## config.mk

```make
export PLATFORM = sky130hd
export DESIGN_NAME = mini_calc
export DESIGN_NICKNAME = d
export VERILOG_FILES = /design/src/rtl/mini_calc.sv
export SDC_FILE = /design/constraint.sdc
export NUM_CORES = 1
export LEC_CHECK = 0
export BUFFER_PORTS_ARGS = -buffer_cell sky130_fd_sc_hd__buf_2
export CAP_MARGIN = 15
export CORE_ASPECT_RATIO = 1.75
export CORE_MARGIN = 5
export CORE_UTILIZATION = 40
export DETAILED_ROUTE_END_ITERATION = 12
export PLACE_DENSITY = 0.68
export SYNTH_ARGS = -nofsm -noshare
export SYNTH_HDL_FRONTEND = slang
export SYNTH_SLANG_ARGS = --single-unit
export TNS_END_PERCENT = 20
```

## constraint.sdc

```tcl
create_clock -name clk -period 3.6 [get_ports clk]
set_input_delay 0.36 -clock clk [delete_from_list [all_inputs] [get_ports clk]]
set_output_delay 0.36 -clock clk [all_outputs]
set_load 0.03 [all_outputs]
```

## src/rtl/mini_calc.sv

```systemverilog
module mini_calc (
  input  logic       clk,
  input  logic       rst_n,
  input  logic       enter,
  input  logic [7:0] operand,
  input  logic [1:0] op_sel,
  output logic [7:0] led,
  output logic [6:0] hex_hi,
  output logic [6:0] hex_lo
);

  typedef enum logic [1:0] {S_A, S_B, S_CALC} state_t;

  state_t     state;
  logic [2:0] ent_q;
  logic       press;
  logic [7:0] a_q, b_q, res_q, res_d;
  logic [1:0] op_q;

  always_ff @(posedge clk or negedge rst_n)
    if (!rst_n) ent_q <= '0;
    else        ent_q <= {ent_q[1:0], enter};

  assign press = ent_q[1] & ~ent_q[2];

  always_ff @(posedge clk or negedge rst_n)
    if (!rst_n) begin
      state <= S_A;
      a_q   <= '0;
      b_q   <= '0;
      op_q  <= '0;
      res_q <= '0;
    end else begin
      case (state)
        S_A: if (press) begin
          a_q   <= operand;
          op_q  <= op_sel;
          state <= op_sel[1] ? S_CALC : S_B;
        end
        S_B: if (press) begin
          b_q   <= operand;
          state <= S_CALC;
        end
        default: begin
          res_q <= res_d;
          state <= S_A;
        end
      endcase
    end

  always_comb
    case (op_q)
      2'b00:   res_d = a_q + b_q;
      2'b01:   res_d = a_q | b_q;
      2'b10:   res_d = {1'b0, a_q[7:1]};
      default: res_d = {a_q[6:0], 1'b0};
    endcase

  function automatic logic [6:0] seg7(input logic [3:0] d);
    logic [6:0] on;
    case (d)
      4'h0: on = 7'h3F; 4'h1: on = 7'h06; 4'h2: on = 7'h5B; 4'h3: on = 7'h4F;
      4'h4: on = 7'h66; 4'h5: on = 7'h6D; 4'h6: on = 7'h7D; 4'h7: on = 7'h07;
      4'h8: on = 7'h7F; 4'h9: on = 7'h6F; 4'hA: on = 7'h77; 4'hB: on = 7'h7C;
      4'hC: on = 7'h39; 4'hD: on = 7'h5E; 4'hE: on = 7'h79; default: on = 7'h71;
    endcase
    return ~on;
  endfunction

  assign led    = res_q;
  assign hex_hi = seg7(res_q[7:4]);
  assign hex_lo = seg7(res_q[3:0]);

  assert_shift_skips_b_R6: assert property (@(posedge clk) disable iff (!rst_n)
    (state == S_A && press && op_sel[1]) |=> (state == S_CALC));

  assert_two_operand_waits_R7: assert property (@(posedge clk) disable iff (!rst_n)
    (state == S_A && press && !op_sel[1]) |=> (state == S_B));

  assert_result_held_R7: assert property (@(posedge clk) disable iff (!rst_n)
    (state != S_CALC) |=> $stable(led));

  assert_single_event_R8: assert property (@(posedge clk) disable iff (!rst_n)
    press |=> !press);

  assert_op_kept_R9: assert property (@(posedge clk) disable iff (!rst_n)
    (state == S_B) |=> $stable(op_q));

endmodule

```

# [Word level (Yosys, flattened, before mapping)]
# Memory sizes are Yosys's and may differ from the RTL's.
# Index checks and enable logic that the tools add are counted.
[word_totals] regBits=31 romBits=224 output_inout_bits=22 word_cells=30 memories=2
[classes] addsub=1 n_eq_ne=5 n_mux=5 bitwise_logic=5 n_reduce_logical=6
[memory_table] name="(name not given)" depth=16 word_bits=7 rd=1 rd_ports_with_merged_regs=0 write_ports=0 line="61" source="case (d)"
[memory_table] name="(name not given)" depth=16 word_bits=7 rd=1 rd_ports_with_merged_regs=0 write_ports=0 line="61"
[op_table] operator="8-bit case mux with 3 select lines" n=1
[op_table] operator="7-bit NOT" n=2
[op_table] operator="8-bit adder" n=1
[op_table] operator="8-bit bitwise OR" n=1
[op_table] operator="2-bit two-way mux" n=3
[op_table] operator="2-bit AND reduction" n=3
[op_table] operator="2-bit by 1-bit == test with 1-bit output (second input constant)" n=2
[op_table] operator="2-bit logical NOT" n=2
[op_table] operator="2-bit != test (second input constant)" n=2
[op_table] operator="2-bit case mux with 2 select lines" n=1
[op_table] operator="2-bit == test (second input constant)" n=1
[op_table] operator="2-bit OR reduction" n=1
[op_table] operator="1-bit bitwise AND" n=1
[op_table] operator="1-bit NOT" n=1

# [Longest topological paths before layout]
# Gate-level depths: netlist (run 1).
[depth] depth_word=4 ltp_mapped=8 mapped_depth_nobuf=8

# [Least setup slack after synthesis (run 1)]
# Ideal clock, no wire load.
[synth_timing] path_kind="register -> output" startpoint="register res_q[4] (netlist: led[4])" endpoint="output hex_hi[4]" t_arrival_ps=1849 slack_ps=1391 path_stages_with_launch=5 n_path_buf=0 cell_sequence="dfrtp_1 -> inv_1 -> ha_1 -> nor2b_1 -> o32ai_1"
[synth_between] elab_chain_cells=2
[synth_rtl] element="from (decl)" line="17" source="logic [7:0] a_q, b_q, res_q, res_d;"
[synth_rtl] element="from (signal assigned)" line="45" source="res_q <= res_d;"
[synth_rtl] element="memory 16 x 7 bit"
[synth_rtl] element="7-bit NOT" line="67" source="return ~on;"
[synth_rtl] element="to (decl)" line="8" source="output logic [6:0] hex_hi,"
# Every way passes these cells.

# [Worst setup path in the final report (run 1)]
[layout_timing] startpoint="register a_q[0]" endpoint="register res_q[4] (netlist: led[4])"
[layout_between] elab_chain_cells=2
[layout_rtl] element="from (decl)" line="17"
[layout_rtl] element="from (signal assigned)" line="36" source="a_q <= operand;"
[layout_rtl] element="8-bit adder" line="53" source="2'b00: res_d = a_q + b_q;"
[layout_rtl] element="8-bit case mux with 3 select lines" line="52" source="case (op_q)"
# Every way passes these cells.
# A chain may end at the register's enable or synchronous reset.

==> metrics.txt, run 1 <==
Pleak ~0.0012 uW; die area slightly above 7000 um2; number of setup buffers added after CTS 0; Syn Area/Cell just under 9 um2; Post-synth EDFFs 0; CTS Hold Bufs 0; Starting DRT DRC Count 51; setup_tns 0 ps; average vias per placed instance approximately 5; pin count of the biggest net entering global routing 32; H-Tree Depth 2; Final setup viols 0; Routed WL per cell 12.9 um; Syn Std Cell Area ~2200 um2; R2R Setup Slk 1370 ps; final cell count without fillers 353; CTS tree built; remaining global-route overflow 0; DR vias between 1500 and 2000; Residual DRC 0; FMAX 449 MHz; Synth Net Count ~290; Worst slew margin 0.316; final WL around 4500 um; Die Height 108 um; root buffer cell clkbuf_8; latest clock arrival within the worst-skew pair between 200 and 300 ps; synth unique cells 46; clk buf depth 2; clk_skew 3.89 ps; Crit Path Class flip-flop to flip-flop; Setup crit start kind flip-flop; delay-heaviest family, CP multiplexers; placed cells 345; Final Hold Viols 0; Routed Antenna Nets 0; Yosys warning count 0; Final nets 317; Critical-path top delay cell mux4_2; data required time of the critical path 3780 ps; Seq cells post-synth 31; outcome complete, no violations; multi-input logic area around 1300 um2; cell area power density ~970 nW/um2; max-slew violation count 0; row cnt 35; Peak VDD IR around 0.27 mV; reg2reg start a_q[0]; worst slew pin tran roughly 1000 ps; num ports 35; n_diodes 0; ys async rst share 1.00; Total GRT Usage 0.143; hold crit path type input pin to asynchronous set/reset pin; Initial Utilization 0.413; R2R depth 8; Storage cell area 776 um2; Fillers roughly 530; critical-path cell list ha_1 > inv_1 > fa_1 > nand2b_2 > a21oi_2 > xor2_1 > mux4_2 > mux2_4; Core ar. 5300 um2; CP endpoint kind flip-flop; vias in the first global route approximately 1800; post_cts resized 0; final worst-path cycle share 0.619; Final GP Congestion 0.874; Buf+Inv Stages, Crit Path 1; sequential area share after synthesis 0.354; synthesis-to-layout area growth 15.8%; first-pass GRT wire length a little under 8000 um; Min Clock Period, post-route 2230 ps; layout cell share with drive strength beyond 1 0.204; top_reg_cell synth dfrtp_1; RSZ-0062 raised after global routing false; die width 65.9 um; IO Port Bufs 34; Max-Cap Viols 0; Clk pin slew, worst setup/hold paths 60 ps; post-synthesis cell count between 200 and 250; number of buffers created by CTS 5; CP Max Fanout 2; DPL Wire Length between 3000 and 4000 um; drt first pass iters 4; Num Clock Sinks 31; antenna violations before repair 0; Worst path max stage delay 470 ps; Worst R2R End led[4]; Crit path arrival time ~2400 ps
-- Yosys cell counts, types with 2 or more instances --
library cell	number	share of area
a31oi_1	3	0.0086
inv_2	5	0.0086
inv_1	25	0.043
xor2_1	3	0.012
ha_1	25	0.14
nand2_1	26	0.045
dfrtp_1	31	0.35
nor3_1	3	0.0069
a21oi_1	14	0.032
o31ai_1	2	0.0069
nand2b_1	4	0.011
mux4_2	5	0.051
nand3_1	4	0.0091
mux2i_1	5	0.023
a22o_1	3	0.012
o21ai_0	6	0.014
nor2b_1	5	0.014
a211oi_1	2	0.0069
o22ai_1	4	0.011
o21a_1	2	0.0069
o21ai_1	22	0.050
clkbuf_1	7	0.012
nor2_1	17	0.029
-- layer usage --
metal / wire, um / GRT usage / vias to the layer above
met5: 0 / 0 / -
met1: 1730 / 0.145 / 815
met3: 163 / 0.0240 / 10
met2: 2530 / 0.265 / 35
met4: 127 / 0.0772 / 0
li1: - / - / 909
-- cells in the final DEF (no fill, tap or decap), types with 4 or more instances in the layout --
cell      count
inv_2         5
a21oi_1      14
o21ai_0       6
mux2i_1       5
nand2_1      26
nand3_1       4
nor2_1       17
ha_1         25
o22ai_1       4
o21ai_1      22
inv_1        25
buf_2        34
dfrtp_1      31
mux4_2        5
nor2b_1       5
nand2b_1      4
clkbuf_8      6
-- through the flow --
step	setup slack [ps]	cell area (um2)	total power [uW]	utilization	hold WS, ps
global placement	1430	2420	2090	0.456	332
finish	1370	2530	2450	0.478	96.9
detailed placement	1380	2420	2120	0.456	349
floorplan	1390	2190	1760	-	64.4
global route	1260	2530	2660	0.478	170
CTS	1360	2530	2480	0.478	129
-- power breakdown --
part	switching, uW	internal [uW]
clock	130	224
sequential	172	458
combinational	900	568
-- logic make-up after synthesis --
| kind of cell | after synthesis | synth area share |
|---|---|---|
| AOI/OAI and AO/OA | 68 | 0.188 |
| and+or+nand+nor | 67 | 0.142 |
| buffers and inverters | 40 | 0.0709 |
| DFF | 31 | 0.354 |
| adders and majority gates | 26 | 0.152 |
| muxes | 11 | 0.0812 |
| xor gates and xnor gates | 3 | 0.0120 |
-- registers in the layout, summed over array words and instances, names as in the netlist --
signal / count
a_q: 8
b_q: 8
ent_q: 3
led: 8
op_q: 2
state: 2
-- cell type report --
type                            instances  area share
Inverter                               30      0.0444
Clock buffer                            6      0.0326
Sequential cell                        31       0.306
Timing Repair Buffer                   35      0.0701
Tap cell                               74      0.0365
Clock inverter                          2      0.0138
Multi-Input combinational cell        175       0.496
-- how the worst max path moves through the flow --
stage | end | from | cells after the start
after floorplan | hex_hi[4] | led[4] | 4
after global placement | led[4] | a_q[0] | 8
after detailed placement | led[4] | a_q[0] | 8
after CTS | led[4] | a_q[0] | 8
after global routing | led[4] | a_q[0] | 8
final | led[4] | a_q[0] | 8
Note: power is estimated with default switching activity, not from simulation.
==> run 2, diff against run 1 <==
- clock period: 3.6 -> 2.17 ns (I/O delays scaled with it)
==> metrics.txt, run 2 (synthesized netlist as in run 1, its figures left out) <==
hold depth 1; DR vias 1829 (+3.4%); Peak VDD IR 0.456 mV (+71%); n_diodes 0 (unchanged); Routed Antenna Nets 0 (unchanged); Min Clock Period, post-route 2130 ps (-102 ps); DPL Wire Length 3680 um (+0.49%); final cell count without fillers 361 (+2.3%); remaining global-route overflow 0 (unchanged); cell area power density 1540 nW/um2 (+59%); area of placed instances 2470 um2 (+2.2%); Max-Cap Viols 0 (unchanged); CP Max Fanout 2 (unchanged); internal power 1970 uW (+58%); most frequent cells in the layout buf_2, dfrtp_1, nand2_1, inv_1, ha_1; Crit Path Class flip-flop to flip-flop; Clock power frac 0.107 (-0.037); Flop pwr share 0.259 (+0.002); combinational share of power 0.634 (+0.035); Hold Startpoint enter; Min Hold Slack 39.2 ps (-57.7 ps); RSZ-0062 raised after global routing true; data required time of the critical path 2330 ps (-1450 ps); Num Clock Sinks 31 (unchanged); Worst slew margin 0.549 (+0.233); layout cell share with drive strength beyond 1 0.226 (+0.0222); Initial Utilization 0.413 (unchanged); pin count of the biggest net entering global routing 32 (unchanged); Final setup viols 0 (unchanged); Psw 1990 uW (+66%); final WL 4640 um (+2.0%); Pleak 0.00125 uW (+2.0%); Fillers 530 (+0.95%); vias in the first global route 1812 (+2.4%); clk_skew 5.62 ps (+1.73 ps); switch share 0.503 (+0.0125); Die Height 108 um (unchanged); R2R Setup Slk 40 ps (-1330 ps); number of buffers created by CTS 5 (unchanged); Setup crit start kind flip-flop; antenna violations before repair 0 (unchanged); latest clock arrival within the worst-skew pair 280 ps (about the same); hold crit path type input pin to flip-flop; FMAX 470 MHz (+4.8%); Routed WL per cell 12.9 um (-0.22%); reg2reg start a_q[0]; Crit path arrival time 2290 ps (-120 ps); synthesis-to-layout area growth 17.4%; num ports 35 (unchanged); Final nets 325 (+2.5%); worst slew pin tran 677 ps (-345 ps); drt first pass iters 4 (unchanged); Final Hold Viols 0 (unchanged); die area 7110 um2 (unchanged); CP endpoint kind flip-flop; Final GP Congestion 0.822 (-6.0%); H-Tree Depth 2 (unchanged); placed cells 352 (+2.0%); number of setup buffers added after CTS 0 (unchanged); average vias per placed instance 5.07 (+1.1%); Starting DRT DRC Count 56 (+9.8%); clk buf depth 2 (unchanged); Tot Pwr 3960 uW (+62%); sink of the worst hold path ent_q[0]; R2R depth 8 (unchanged); CTS tree built; final worst-path cycle share 0.980 (+0.361); design area 2570 um2 (+1.4%); outcome complete, no violations; first-pass GRT wire length 8210 um (+4.2%); IO Port Bufs 34 (unchanged); die width 65.9 um (unchanged); Residual DRC 0 (unchanged); Core ar. 5300 um2 (unchanged); row cnt 35 (unchanged); max-slew violation count 0 (unchanged); Clk pin slew, worst setup/hold paths 60 ps (about the same); most common cell after layout, fill and taps aside buf_2; root buffer cell clkbuf_8; Total GRT Usage 0.149 (+0.00600); Worst R2R End led[4]; Util after Layout 0.485 (+0.00685)
[run 2: worst max path at each step]
stage,start,to
after floorplan,a_q[0],led[4]
after global placement,a_q[0],led[4]
after detailed placement,a_q[0],led[4]
after CTS,a_q[0],led[4]
after global routing,a_q[0],led[4]
final,a_q[0],led[4]
[run 2: stage by stage]
step	worst slack [ps]	setup TNS, ps
floorplan	36.9	0
global placement	30.3	0
detailed placement	-34.6	-34.6
CTS	37.5	0
global route	-24.9	-24.9
finish	42.6	0
[run 2: what timing repair did]
item,in CTS,in global routing
endpoints found under the hold margin,25,0
hold buffers,1,0
gates resized for setup,3,1
pin swaps,0,0
setup endpoints to repair,1,1
[run 2: area by class of cell]
type / count / area [um2] / area share
Timing Repair Buffer: 43 / 240 / 0.0935
Multi-Input combinational cell: 175 / 1270 / 0.493
Inverter: 30 / 113 / 0.0438
Sequential cell: 31 / 776 / 0.302
Clock buffer: 7 / 76.3 / 0.0297
Clock inverter: 1 / 5.00 / 0.00195
Tap cell: 74 / 92.6 / 0.0360
[run 2: power by group through the flow]
stage                     Combinational [uW]  Sequential [uW]  Clock [uW]
after floorplan                         1850             1070           0
after global placement                  2470             1030           0
after detailed placement                2520             1050           0
after CTS                               2540             1040         438
after global routing                    2770             1080         469
final                                   2510             1030         422
[run 2: critical path: stages, from the launching register on]
cell and delay (ps):
dfrtp_1 350, ha_2 190, inv_2 40, fa_2 330, nand2b_4 160, a21oi_2 130
xor2_1 80, mux4_2 470, mux2_4 260
[run 2: layer usage]
metal | up-vias | part of all wire | GRT usage
met3 | 8 | 0.044 | 0.0240
met4 | 0 | 0.031 | 0.0875
met1 | 845 | 0.38 | 0.162
li1 | 930 | - | -
met2 | 46 | 0.54 | 0.262
met5 | - | 0 | 0
==> run 3, diff against run 2 <==
==> constraint.sdc (replaced) <==
create_clock -name clk -period 2.17 [get_ports clk]
set_input_delay 0.1085 -clock clk [delete_from_list [all_inputs] [get_ports clk]]
set_output_delay 0.1085 -clock clk [all_outputs]
set_load 0.03 [all_outputs]
==> metrics.txt, run 3 (synthesized netlist as in run 1, its figures left out) <==
outcome complete, no violations; root buffer cell clkbuf_8; max-slew violation count 0 (unchanged); most common cell after layout, fill and taps aside buf_2; latest clock arrival within the worst-skew pair 280 ps (about the same); CP Max Fanout 2 (unchanged); vias in the first global route 1815 (+0.17%); Min Hold Slack 33.8 ps (-5.36 ps); reg2reg start a_q[0]; H-Tree Depth 2 (unchanged); pin count of the biggest net entering global routing 32 (unchanged); Worst slew margin 0.546 (-0.00225); RSZ-0062 raised after global routing true; data required time of the critical path 2330 ps (about the same); Setup crit start kind flip-flop; clk buf depth 2 (unchanged); Routed Antenna Nets 0 (unchanged); Util after Layout 0.487 (+0.00189); Initial Utilization 0.413 (unchanged); routing usage on met2 0.262 (unchanged); row cnt 35 (unchanged); CTS tree built; hold crit path type input pin to flip-flop; Tot Pwr 3970 uW (+0.11%); PnR worst setup slack 41.7 ps (-0.984 ps); Peak VDD IR 0.458 mV (+0.39%); Final GP Congestion 0.822 (unchanged); FMAX 470 MHz (about the same); number of buffers created by CTS 5 (unchanged); Crit path arrival time 2290 ps (about the same); synthesis-to-layout area growth 17.9%; Final nets 326 (+0.31%); drt first pass iters 4 (unchanged); n_diodes 0 (unchanged); Fillers 531 (+0.19%); worst slew pin tran 680 ps (+3.38 ps); final cell count without fillers 362 (+0.28%); final worst-path cycle share 0.981 (about the same); Max-Cap Viols 0 (unchanged); cell area power density 1540 nW/um2 (-0.27%); Total GRT Usage 0.149 (+0.000214); Worst Setup SP a_q[0]; DPL Wire Length 3680 um (unchanged); die area 7110 um2 (unchanged); Num Clock Sinks 31 (unchanged); Die Height 108 um (unchanged); Final setup viols 0 (unchanged); Crit Path Class flip-flop to flip-flop; R2R Setup Slk 40 ps (about the same); Min Clock Period, post-route 2130 ps (+0.984 ps); die width 65.9 um (unchanged); layout cell share with drive strength beyond 1 0.226 (-0.000786); antenna violations before repair 0 (unchanged); first-pass GRT wire length 8220 um (+0.16%); Pleak 0.00125 uW (+0.33%); worst slack, placed -34.6 ps (unchanged); Clk pin slew, worst setup/hold paths 60 ps (about the same); Hold Startpoint op_sel[0]; CP endpoint kind flip-flop; Starting DRT DRC Count 61 (+8.9%); Residual DRC 0 (unchanged); Final Hold Viols 0 (unchanged); Setup crit end led[4]; R2R depth 8 (unchanged); clk_skew 6.05 ps (+0.429 ps); DR vias 1837 (+0.44%); IO Port Bufs 34 (unchanged); final WL 4660 um (+0.47%); average vias per placed instance 5.07 (+0.16%); GR Layer Usage met1 0.163 (+0.000655); remaining global-route overflow 0 (unchanged); placed cells 352 (unchanged); num ports 35 (unchanged); Routed WL per cell 12.9 um (+0.20%); Core ar. 5300 um2 (unchanged); Worst R2R End led[4]; GR met3 Demand/Resource 0.0240 (unchanged); most frequent cells in the layout buf_2, dfrtp_1, nand2_1, inv_1, ha_1; grt peak-use layer met2
-- run 3: where the power goes --
part	leakage (uW)	switching, uW	internal (uW)
logic	0.000840	1530	988
clock network	0.0000422	199	224
registers	0.000372	270	760
total	0.00125	2000	1970
-- run 3: per-layer routing --
layer / share of wire / wire [um]
met1: 0.39 / 1800
met2: 0.54 / 2500
met3: 0.043 / 200
met4: 0.035 / 161
met5: 0 / 0
-- run 3: critical path: stages, from the launching register on --
cell and delay, ps:
dfrtp_1 350, ha_2 190, inv_2 40, fa_2 330, nand2b_4 160, a21oi_2 130, xor2_1 80, mux4_2 470
mux2_4 260
-- run 3: worst min-delay path by stage --
stage                     endpoint  slack (ps)  cells past startpoint
after floorplan             a_q[0]        -190                      0
after global placement    ent_q[0]         190                      1
after detailed placement  ent_q[0]         190                      1
after CTS                  op_q[0]          30                      3
after global routing        b_q[5]          50                      3
final                      op_q[0]          30                      3
-- run 3: timing repair --
action / CTS / global route
gates resized for setup: 3 / 1
hold endpoints to repair: 32 / 0
hold buffers: 2 / 0
setup buffers: 0 / 0
pin swaps: 0 / 0
endpoints found under the setup margin: 1 / 1
-- run 3: cell type report --
cell class	instances	area (um2)	area share
inverters	30	113	0.0436
flip-flops and latches	31	776	0.301
repair buffers	44	250	0.0970
clock inverters	1	5.00	0.00194
clock buffers	7	76.3	0.0296
multi-input cells	175	1270	0.491
well taps	74	92.6	0.0359
-- run 3: through the flow --
step	cell area (um2)	TNS, ps
after floorplan	2190	0
after CTS	2580	0
after detailed placement	2470	-34.6
final	2580	0
after global routing	2580	-24.9
after global placement	2470	0
